--- src/rtl/ser_mix_pkg.sv ---
// Package: shared enumerations for the serial mixing deserializer.
// Assumes: nothing beyond IEEE 1800-2017 enum support.
package ser_mix_pkg;

    typedef enum logic {
        ORD_MSB_FIRST = 1'b0,
        ORD_LSB_FIRST = 1'b1
    } bit_order_e;

    typedef enum logic {
        FMT_TWOS   = 1'b0,
        FMT_OFFSET = 1'b1
    } num_fmt_e;

endpackage

--- src/rtl/ser_word_rx.sv ---
// Module: ser_word_rx
// Collects one serially framed word per sync pulse, one bit per clock.
// Once the programmed number of bits has arrived, the word is converted
// to two's complement, sign-extended to MAX_W bits, and registered.
// done_o pulses for one cycle. word_o holds its value until the next
// word completes.
// Assumes: configuration is stable while a word is being received.
module ser_word_rx
    import ser_mix_pkg::*;
#(
    parameter int MIN_W = 8,
    parameter int MAX_W = 24,
    parameter int LEN_W = $clog2(MAX_W + 1)
) (
    input  logic                    clk,
    input  logic                    rst_n,
    input  logic [LEN_W-1:0]        cfg_len,
    input  bit_order_e              cfg_ord,
    input  num_fmt_e                cfg_fmt,
    input  logic                    ser_bit,
    input  logic                    ser_sync,
    output logic signed [MAX_W-1:0] word_o,
    output logic                    done_o
);

    logic [MAX_W-1:0] sr_q, sr_nxt;
    logic [LEN_W-1:0] cnt_q, cnt_nxt;
    logic             act_q, act_nxt;
    logic             finish;
    logic [LEN_W-1:0] eff_len;
    logic signed [MAX_W-1:0] word_q;
    logic             done_q;

    // Clamp the programmed length into the supported range.
    always_comb begin
        if (cfg_len < LEN_W'(MIN_W))      eff_len = LEN_W'(MIN_W);
        else if (cfg_len > LEN_W'(MAX_W)) eff_len = LEN_W'(MAX_W);
        else                              eff_len = cfg_len;
    end

    // Turn the raw bits into a sign-extended two's complement value.
    function automatic logic signed [MAX_W-1:0] shape_word(
        input logic [MAX_W-1:0] raw,
        input logic [LEN_W-1:0] n,
        input logic             offs
    );
        logic [MAX_W-1:0] r;
        logic             sgn;
        r = raw;
        r[n - 1'b1] = r[n - 1'b1] ^ offs;
        sgn = r[n - 1'b1];
        for (int i = 0; i < MAX_W; i++) begin
            if (i >= int'(n)) r[i] = sgn;
        end
        return $signed(r);
    endfunction

    // Next-state logic: restart on sync, otherwise shift while a word is open.
    always_comb begin
        sr_nxt  = sr_q;
        cnt_nxt = cnt_q;
        act_nxt = act_q;
        finish  = 1'b0;
        if (ser_sync) begin
            sr_nxt    = '0;
            sr_nxt[0] = ser_bit;
            cnt_nxt   = LEN_W'(1);
            act_nxt   = 1'b1;
        end else if (act_q) begin
            if (cfg_ord == ORD_LSB_FIRST) sr_nxt[cnt_q] = ser_bit;
            else                          sr_nxt = {sr_q[MAX_W-2:0], ser_bit};
            cnt_nxt = cnt_q + 1'b1;
            if (cnt_nxt == eff_len) begin
                finish  = 1'b1;
                act_nxt = 1'b0;
            end
        end
    end

    // Register the framing state and capture each finished word.
    always_ff @(posedge clk) begin
        if (!rst_n) begin
            sr_q   <= '0;
            cnt_q  <= '0;
            act_q  <= 1'b0;
            word_q <= '0;
            done_q <= 1'b0;
        end else begin
            sr_q   <= sr_nxt;
            cnt_q  <= cnt_nxt;
            act_q  <= act_nxt;
            done_q <= finish;
            if (finish) word_q <= shape_word(sr_nxt, eff_len, cfg_fmt == FMT_OFFSET);
        end
    end

    assign word_o = word_q;
    assign done_o = done_q;

    // a sync bit always opens a fresh word at bit count one.
    a_r8_sync_restart: assert property (@(posedge clk) disable iff (!rst_n)
        ser_sync |=> (act_q && cnt_q == LEN_W'(1)));

    // an open word never holds as many bits as the length.
    a_r2_count_bound: assert property (@(posedge clk) disable iff (!rst_n)
        act_q |-> (cnt_q < eff_len));

    // the held word changes only together with a completion.
    a_r6_word_hold: assert property (@(posedge clk) disable iff (!rst_n)
        !$stable(word_q) |-> done_q);

    // completions never fall on back-to-back cycles.
    a_r7_done_single: assert property (@(posedge clk) disable iff (!rst_n)
        done_q |=> !done_q);

endmodule

--- src/rtl/mix_product.sv ---
// Module: mix_product
// Multiplies each finished sample by the held mix factor and registers
// the full-precision product together with a one-cycle valid strobe.
// Assumes: samp_done_i is a single-cycle pulse.
module mix_product #(
    parameter int MAX_W  = 24,
    parameter int PROD_W = 2 * MAX_W
) (
    input  logic                     clk,
    input  logic                     rst_n,
    input  logic signed [MAX_W-1:0]  samp_i,
    input  logic                     samp_done_i,
    input  logic signed [MAX_W-1:0]  mix_i,
    output logic signed [PROD_W-1:0] prod_o,
    output logic                     valid_o
);

    logic signed [PROD_W-1:0] prod_q;
    logic                     valid_q;

    // Form and hold the product when a sample completes.
    always_ff @(posedge clk) begin
        if (!rst_n) begin
            prod_q  <= '0;
            valid_q <= 1'b0;
        end else begin
            valid_q <= samp_done_i;
            if (samp_done_i) prod_q <= PROD_W'(samp_i) * PROD_W'(mix_i);
        end
    end

    assign prod_o  = prod_q;
    assign valid_o = valid_q;

    // the strobe lasts exactly one cycle.
    a_r7_valid_pulse: assert property (@(posedge clk) disable iff (!rst_n)
        valid_q |=> !valid_q);

    // the product only changes alongside the strobe.
    a_r7_prod_hold: assert property (@(posedge clk) disable iff (!rst_n)
        !$stable(prod_q) |-> valid_q);

endmodule

--- src/rtl/ser_mix_rx.sv ---
// Module: ser_mix_rx (top)
// Two independently framed serial receivers: one for samples, one for
// mix factors. The finished mix word doubles as the holding register.
// Each finished sample is multiplied by it.
// Assumes: one bit per port per clock; shared configuration is stable
// while words are in progress.
module ser_mix_rx
    import ser_mix_pkg::*;
#(
    parameter  int MIN_W  = 8,
    parameter  int MAX_W  = 24,
    localparam int LEN_W  = $clog2(MAX_W + 1),
    localparam int PROD_W = 2 * MAX_W
) (
    input  logic              clk,
    input  logic              rst_n,
    input  logic [LEN_W-1:0]  cfg_len,
    input  logic              cfg_lsb_first,
    input  logic              cfg_offset_bin,
    input  logic              din,
    input  logic              din_sync,
    input  logic              mix_din,
    input  logic              mix_sync,
    output logic [PROD_W-1:0] prod,
    output logic              prod_valid
);

    bit_order_e              ord;
    num_fmt_e                fmt;
    logic signed [MAX_W-1:0] samp_word, mix_word;
    logic                    samp_done, mix_done;
    logic signed [PROD_W-1:0] prod_s;

    assign ord = bit_order_e'(cfg_lsb_first);
    assign fmt = num_fmt_e'(cfg_offset_bin);

    ser_word_rx #(.MIN_W(MIN_W), .MAX_W(MAX_W), .LEN_W(LEN_W)) samp_rx_i (
        .clk(clk), .rst_n(rst_n), .cfg_len(cfg_len), .cfg_ord(ord), .cfg_fmt(fmt),
        .ser_bit(din), .ser_sync(din_sync), .word_o(samp_word), .done_o(samp_done)
    );

    ser_word_rx #(.MIN_W(MIN_W), .MAX_W(MAX_W), .LEN_W(LEN_W)) mix_rx_i (
        .clk(clk), .rst_n(rst_n), .cfg_len(cfg_len), .cfg_ord(ord), .cfg_fmt(fmt),
        .ser_bit(mix_din), .ser_sync(mix_sync), .word_o(mix_word), .done_o(mix_done)
    );

    mix_product #(.MAX_W(MAX_W), .PROD_W(PROD_W)) prod_i (
        .clk(clk), .rst_n(rst_n), .samp_i(samp_word), .samp_done_i(samp_done),
        .mix_i(mix_word), .prod_o(prod_s), .valid_o(prod_valid)
    );

    assign prod = prod_s;

    // a strobe is always caused by a sample completion, never by a mix word.
    a_r5_valid_source: assert property (@(posedge clk) disable iff (!rst_n)
        prod_valid |-> $past(samp_done));

endmodule

--- config.mk ---
export PLATFORM = sky130hd
export DESIGN_NAME = ser_mix_rx
export DESIGN_NICKNAME = d
export VERILOG_FILES = /design/src/rtl/ser_mix_pkg.sv /design/src/rtl/ser_word_rx.sv /design/src/rtl/mix_product.sv /design/src/rtl/ser_mix_rx.sv
export SDC_FILE = /design/constraint.sdc
export NUM_CORES = 2
export LEC_CHECK = 0
export BUFFER_PORTS_ARGS = -buffer_cell sky130_fd_sc_hd__clkbuf_2
export CORE_MARGIN = 5
export CORE_UTILIZATION = 40
export CTS_CLUSTER_SIZE = 28
export DETAILED_ROUTE_END_ITERATION = 7
export PLACE_DENSITY = 0.57
export SLEW_MARGIN = 5
export SYNTH_ARGS = -nofsm -noshare
export SYNTH_HDL_FRONTEND = slang
export SYNTH_SLANG_ARGS = --single-unit
--- constraint.sdc ---
create_clock -name clk -period 13.2 [get_ports clk]
set_input_delay 2.64 -clock clk [delete_from_list [all_inputs] [get_ports clk]]
set_output_delay 2.64 -clock clk [all_outputs]
set_load 0.03 [all_outputs]
After elaboration in Yosys (flattened, before gate mapping)
Cells that the tools add are included.
{"block": "op_classes", "n_lt_le_gt_ge": 32, "n_eq_ne": 2, "mux": 90, "n_addsub": 3, "bitwise_logic": 3, "mul": 1, "reduce_logical": 7}
{"operator": "24-bit 2-to-1 mux", "n": 6}
{"operator": "24-bit bitwise mux", "n": 4}
{"operator": "1-bit 2-to-1 mux", "n": 71}
{"operator": "24-bit by 24-bit multiplier with 48-bit output", "n": 1}
{"operator": "4-bit by 5-bit greater-or-equal comparator with 1-bit output (first input constant)", "n": 8}
{"operator": "5-bit greater-or-equal comparator (first input constant)", "n": 8}
{"operator": "1-bit binary-select mux with 5-bit select", "n": 4}
{"operator": "3-bit by 5-bit greater-or-equal comparator with 1-bit output (first input constant)", "n": 4}
{"operator": "5-bit by 6-bit less-than comparator with 1-bit output (second input constant)", "n": 3}
{"operator": "1-bit demux with 5-bit select", "n": 3}
{"operator": "5-bit by 1-bit greater-or-equal comparator with 1-bit output (second input constant)", "n": 3}
{"operator": "5-bit by 1-bit adder with 5-bit output (second input constant)", "n": 2}
{"operator": "5-bit equality test", "n": 2}
{"operator": "1-bit by 5-bit greater-or-equal comparator with 1-bit output (first input constant)", "n": 2}
{"operator": "2-bit by 5-bit greater-or-equal comparator with 1-bit output (first input constant)", "n": 2}
{"operator": "5-bit 2-to-1 mux", "n": 2}
{"operator": "5-bit > comparator (second input constant)", "n": 1}
{"operator": "5-bit by 4-bit less-than comparator with 1-bit output (second input constant)", "n": 1}
{"operator": "5-bit by 1-bit subtractor with 5-bit output (second input constant)", "n": 1}
{"operator": "2-bit nonzero test", "n": 2}
{"operator": "2-bit OR reduction", "n": 2}
{"operator": "1-bit logical AND", "n": 3}
{"operator": "1-bit XOR", "n": 2}
{"operator": "1-bit NOT", "n": 1}
{"block": "word_totals", "reg_bits": 158, "wordCells": 151}

Longest topological paths before layout
{"block": "logic_depth", "ltp_word": 15, "mapped_depth": 29, "depth_no_buf": 28}

Hierarchy
From an unflattened synthesis, not the netlist that was laid out.
{"block": "hier_totals", "hier_cells": 3797, "hier_area_um2": 33049.2}
{"mod": "mix_product", "seq_area_each_um2": 980.9, "cells_per_inst": 2494, "n_inst": 1, "area_per_inst_um2": 23063.4}
{"mod": "ser_word_rx at mix_rx_i", "seq_area_each_um2": 1101.1, "cells_per_inst": 676, "n_inst": 1, "area_per_inst_um2": 5154.9}
{"mod": "ser_word_rx at samp_rx_i", "seq_area_each_um2": 1101.1, "cells_per_inst": 627, "n_inst": 1, "area_per_inst_um2": 4830.9}

Worst setup path after synthesis
Ideal clock, no wire load.
{"block": "synth_path", "kind": "input to register", "from": "input port cfg_len[3]", "to": "register mix_rx_i.word_q[22], in the netlist mix_rx_i.word_o[22]", "path_buffers": 4, "required_time_ns": 13.063, "stages": 18, "t_arrival_ns": 7.198, "setup_slack_ns": 5.865, "path_cell_list": "xor2_2 > nand2_2 > clkbuf_1 > clkbuf_1 > buf_1 > ha_1 > clkbuf_1 > nand3_1 > a21oi_1 > nor4_1 > o21ai_0 > nand4_1 > or4_1 > a2111o_1 > nor4_4 > nor4b_4 > o31a_2 > a211oi_1"}
{"block": "synth_via", "elab_chain_cells": 12, "word_cells_on_any_way": 22}
{"element": "start: declaration", "line_no": "ser_mix_rx.sv:17", "rtl": "input logic [LEN_W-1:0] cfg_len,"}
{"element": "5-bit > comparator", "line_no": "ser_word_rx.sv:37", "rtl": "else if (cfg_len > LEN_W'(MAX_W)) eff_len = LEN_W'(MAX_W);"}
{"element": "5-bit 2-to-1 mux", "line_no": "ser_word_rx.sv:37"}
{"element": "5-bit 2-to-1 mux (*)", "line_no": "ser_word_rx.sv:36", "rtl": "if (cfg_len < LEN_W'(MIN_W)) eff_len = LEN_W'(MIN_W);"}
{"element": "5-bit by 1-bit subtractor with 5-bit output", "line_no": "ser_word_rx.sv:50, ser_word_rx.sv:51"}
{"element": "5-bit by 6-bit less-than comparator with 1-bit output (not written as such) / 5-bit by 1-bit greater-or-equal comparator with 1-bit output (equally long branches)", "line_no": "ser_word_rx.sv:50", "rtl": "r[n - 1'b1] = r[n - 1'b1] ^ offs;"}
{"element": "1-bit logical AND (not written as such)", "line_no": "ser_word_rx.sv:50"}
{"element": "1-bit 2-to-1 mux (not written as such)", "line_no": "ser_word_rx.sv:50"}
{"element": "1-bit demux with 5-bit select"}
{"element": "24-bit bitwise mux", "line_no": "ser_word_rx.sv:50"}
{"element": "1-bit binary-select mux with 5-bit select", "line_no": "ser_word_rx.sv:51", "rtl": "sgn = r[n - 1'b1];"}
{"element": "1-bit 2-to-1 mux (not written as such)", "line_no": "ser_word_rx.sv:51"}
{"element": "1-bit 2-to-1 mux", "line_no": "ser_word_rx.sv:53", "rtl": "if (i >= int'(n)) r[i] = sgn;"}
{"element": "end signal: assignment", "line_no": "ser_word_rx.sv:93", "rtl": "if (finish) word_q <= shape_word(sr_nxt, eff_len, cfg_fmt == FMT_OFFSET);"}
{"element": "end: declaration", "line_no": "ser_word_rx.sv:31", "rtl": "logic signed [MAX_W-1:0] word_q;"}
Every way passes the cells marked *; elsewhere a longest branch is shown, timed or not. The select of a mux whose other input is x is not followed.
A chain may end at the register's enable or synchronous reset.

Final worst setup path
{"block": "layout_path", "from": "register mix_rx_i.word_q[6], in the netlist mix_rx_i.word_o[6]", "to": "register prod_i.prod_q[44], in the netlist prod_i.prod_o[44]"}
{"block": "layout_via", "elab_chain_cells": 1}
{"element": "24-bit by 24-bit multiplier with 48-bit output", "line_no": "mix_product.sv:28", "rtl": "if (samp_done_i) prod_q <= PROD_W'(samp_i) * PROD_W'(mix_i);"}
{"element": "end signal: assignment", "line_no": "mix_product.sv:28"}
{"element": "end: declaration", "line_no": "mix_product.sv:18", "rtl": "logic signed [PROD_W-1:0] prod_q;"}
No other way between the ends.

==> summary.md <==
| Metric | Value |
|---|---|
| Largest net degree at the start of global routing | `69` |
| Setup TNS | `0 ps` |
| PwrDens | `37.4 nW/um^2` |
| # H-tree levels | `4` |
| Clock skew | `31.7 ps` |
| CTS Buffer Depth | `2` |
| CP Capture Type | `flop` |
| Detail Route met3 WL | `5.78 mm` |
| DR vias/cell | `5.41` |
| Number of global-route vias before repair | `26100` |
| Worst-margin pin slew | `1200 ps` |
| Rel. slew slack | `19.6%` |
| Synth async-reset ratio | `0%` |
| Slowest-stage cell, CP | `dfxtp_1` |
| Final ANT Viol Nets | `0` |
| Placed instance count | `4506` |
| Post-synthesis xor/xnor area fraction | `2.10%` |
| Fin nets | `4262` |
| Min Tclk post-route | `8600 ps` |
| Layout cells sized above 1 | `5.56%` |
| Pleak | `0.0152 uW` |
| Max-cap violations | `0` |
| Status | `finished, final reports clean` |
| Final-report hold violation count | `0` |
| Gr usage total | `23.9%` |
| Hold Path Class | `reg -> reg` |
| Cell family with most CP delay | `adder cells` |
| Final max-slew violation count | `0` |
| Largest stage delay on the critical path | `1040 ps` |
| Worst Path Buf+Inv | `5` |
| WP data required | `13560 ps` |
| Post-Place Setup Slack | `4450 ps` |
| Area grow syn2layout | `6.28%` |
| Final Cycle Share | `65.1%` |
| Initial antenna violation count | `0` |
| Setup Viol. Count Final | `0` |
| Post-CTS Setup Bufs | `0` |
| M1 wire length | `42.4 mm` |
| Synth Area in Simple Gates | `18.7%` |
| CTS Sinks | `158` |
| Mapped Nets | `4321` |
| First-pass GRT wire length | `155 mm` |
| Tot Pwr | `1220 uW` |
| Core area | `76100 sq um` |
| CTS tree | `yes` |
| # resized after CTS | `0` |
| Die area | `82500 sq um` |
| Average routed wire per standard cell | `21.0 um` |
| Met2 wire length | `44.2 mm` |
| FP Rows | `101` |
| RSZ-0062 raised after global routing | `no` |
| Largest family of logic cells by synthesized area | `adder cells` |
| Latest clock arrival within the worst-skew pair | `490 ps` |
| DRC violations left | `0` |
| Yosys Warn Count | `0` |
| Gr ovfl total | `0` |
| Die Width | `287 um` |
| Top FF cell, synth | `dfxtp_1` |
| Mux contribution to synthesized area | `1.43%` |
| Root Driver | `clkbuf_16` |
| Initial DRC count | `1913` |
| VDD IR-drop max | `0.0000997 V` |
| Syn_area_per_cell | `8.65 sq um` |
| DP HPWL | `74.4 mm` |
| Placer Congestion | `1.01` |
| Total wire length | `95.3 mm` |
| First-pass detailed-route iteration total | `5` |
| Buffers on Ports | `61` |
| Worst Setup Slack, final | `4600 ps` |
| Post-Synthesis Cells | `3554` |
| Cts bufs inserted | `17` |
| # IOs | `62` |
| Commonest non-fill, non-tap cell in the layout | `inv_1` |
| Critical path class | `reg -> reg` |
| Post-synthesis compound-gate area fraction | `11.2%` |
| Fin util | `43.0%` |
| Sequential area share after synthesis | `10.3%` |
| Reg clk slew, reported paths | `70 ps` |
| Routed via count | `24500` |
| Yosys reg bits | `158` |
| Yosys cell types | `91` |
| Antenna Cells | `0` |
| Crit path launch type | `flop` |
| Initial Utilization | `40.4%` |
| Hold Buf Count CTS | `0` |
| EDFF count, synth | `0` |
| Cell area after synthesis | `30700 sq um` |
| Die Y | `287 um` |
| Fmax | `116 MHz` |
| Worst-path fanout max | `25` |
| Crit path top cell by count | `fa_1` |
| Crit path DAT | `8950 ps` |
| Post-synthesis adder-cell area fraction | `45.5%` |
| Most used cells in the layout excluding fill and tap cells | `652 x inv_1, 607 x fa_1, 439 x nand2_1` |
| Top sig layer | `met4` |
| Final cell count without fillers | `4538` |
[state kept, by name, summed over array words and instances, names as in the netlist]
signal	cells
samp_rx_i.cnt_q	5
samp_rx_i.done_o	1
samp_rx_i.act_q	1
mix_rx_i.act_q	1
prod_i.valid_o	1
mix_rx_i.sr_q	24
mix_rx_i.cnt_q	5
samp_rx_i.sr_q	24
mix_rx_i.word_o	24
prod_i.prod_o	48
samp_rx_i.word_o	24
[path summary, 6_finish.rpt]
path              cells after the start  slack (ps)                from                end
setup / recovery                     26        4600  mix_rx_i.word_o[6]  prod_i.prod_o[44]
hold / removal                        2         470   prod_i.prod_o[38]  prod_i.prod_o[38]
setup reg to reg                     26        4600  mix_rx_i.word_o[6]  prod_i.prod_o[44]
hold reg to reg                       2         470   prod_i.prod_o[38]  prod_i.prod_o[38]
[cells in the mapped netlist (47+ instances only)]
cell      instances  area (sq um)
nand2_1         439          1650
dfxtp_1         158          3160
and2_1          279          1750
inv_1           652          2450
fa_1            607         12200
nor2_1          190           713
o21ai_0          93           465
a21oi_1         103           515
clkbuf_1        183           687
ha_1            147          1840
xnor2_1          48           420
nor3_1           47           235
[worst min-delay path: cells and delay by family (launching register included)]
family	cells	cell delay, ps
AND/OR/NAND/NOR	1	60
AO/OA/AOI/OAI	1	50
flip-flops	1	310
[metrics by stage]
step | instance area [sq um] | hold WS [ps]
after floorplan | 30700 | 479
after global placement | 32100 | 452
after detailed placement | 32100 | 461
after CTS | 32700 | 479
after global routing | 32700 | 498
final | 32700 | 471
[per-layer routing]
layer / GRT usage (%) / vias up
met5: 0 / -
met2: 38.8 / 836
met3: 2.82 / 140
met1: 33.8 / 12500
met4: 7.14 / 0
li1: - / 11100
[cell type report]
class / count / area, sq um
tap: 1030 / 1290
timing repair buffer: 135 / 861
clock inverter: 15 / 195
multi-input combinational: 2527 / 24300
inverter: 656 / 2460
fill: 7724 / 43400
sequential: 158 / 3160
clock buffer: 17 / 425
[power by group]
part | switching [uW] | internal [uW] | leakage [uW] | total, uW
Combinational | 149 | 47.4 | 0.0136 | 197
Clock | 253 | 290 | 0.000306 | 543
Sequential | 4.42 | 479 | 0.00127 | 484
Total | 407 | 816 | 0.0152 | 1220
[logic make-up after synthesis]
family / Yosys count
adder cells (fa/ha/maj): 754
AND/OR/NAND/NOR: 1156
multiplexers: 44
AO/OA/AOI/OAI: 500
buffers and inverters: 869
flip-flops: 158
XOR/XNOR: 73
(Power assumes the default switching activity.)
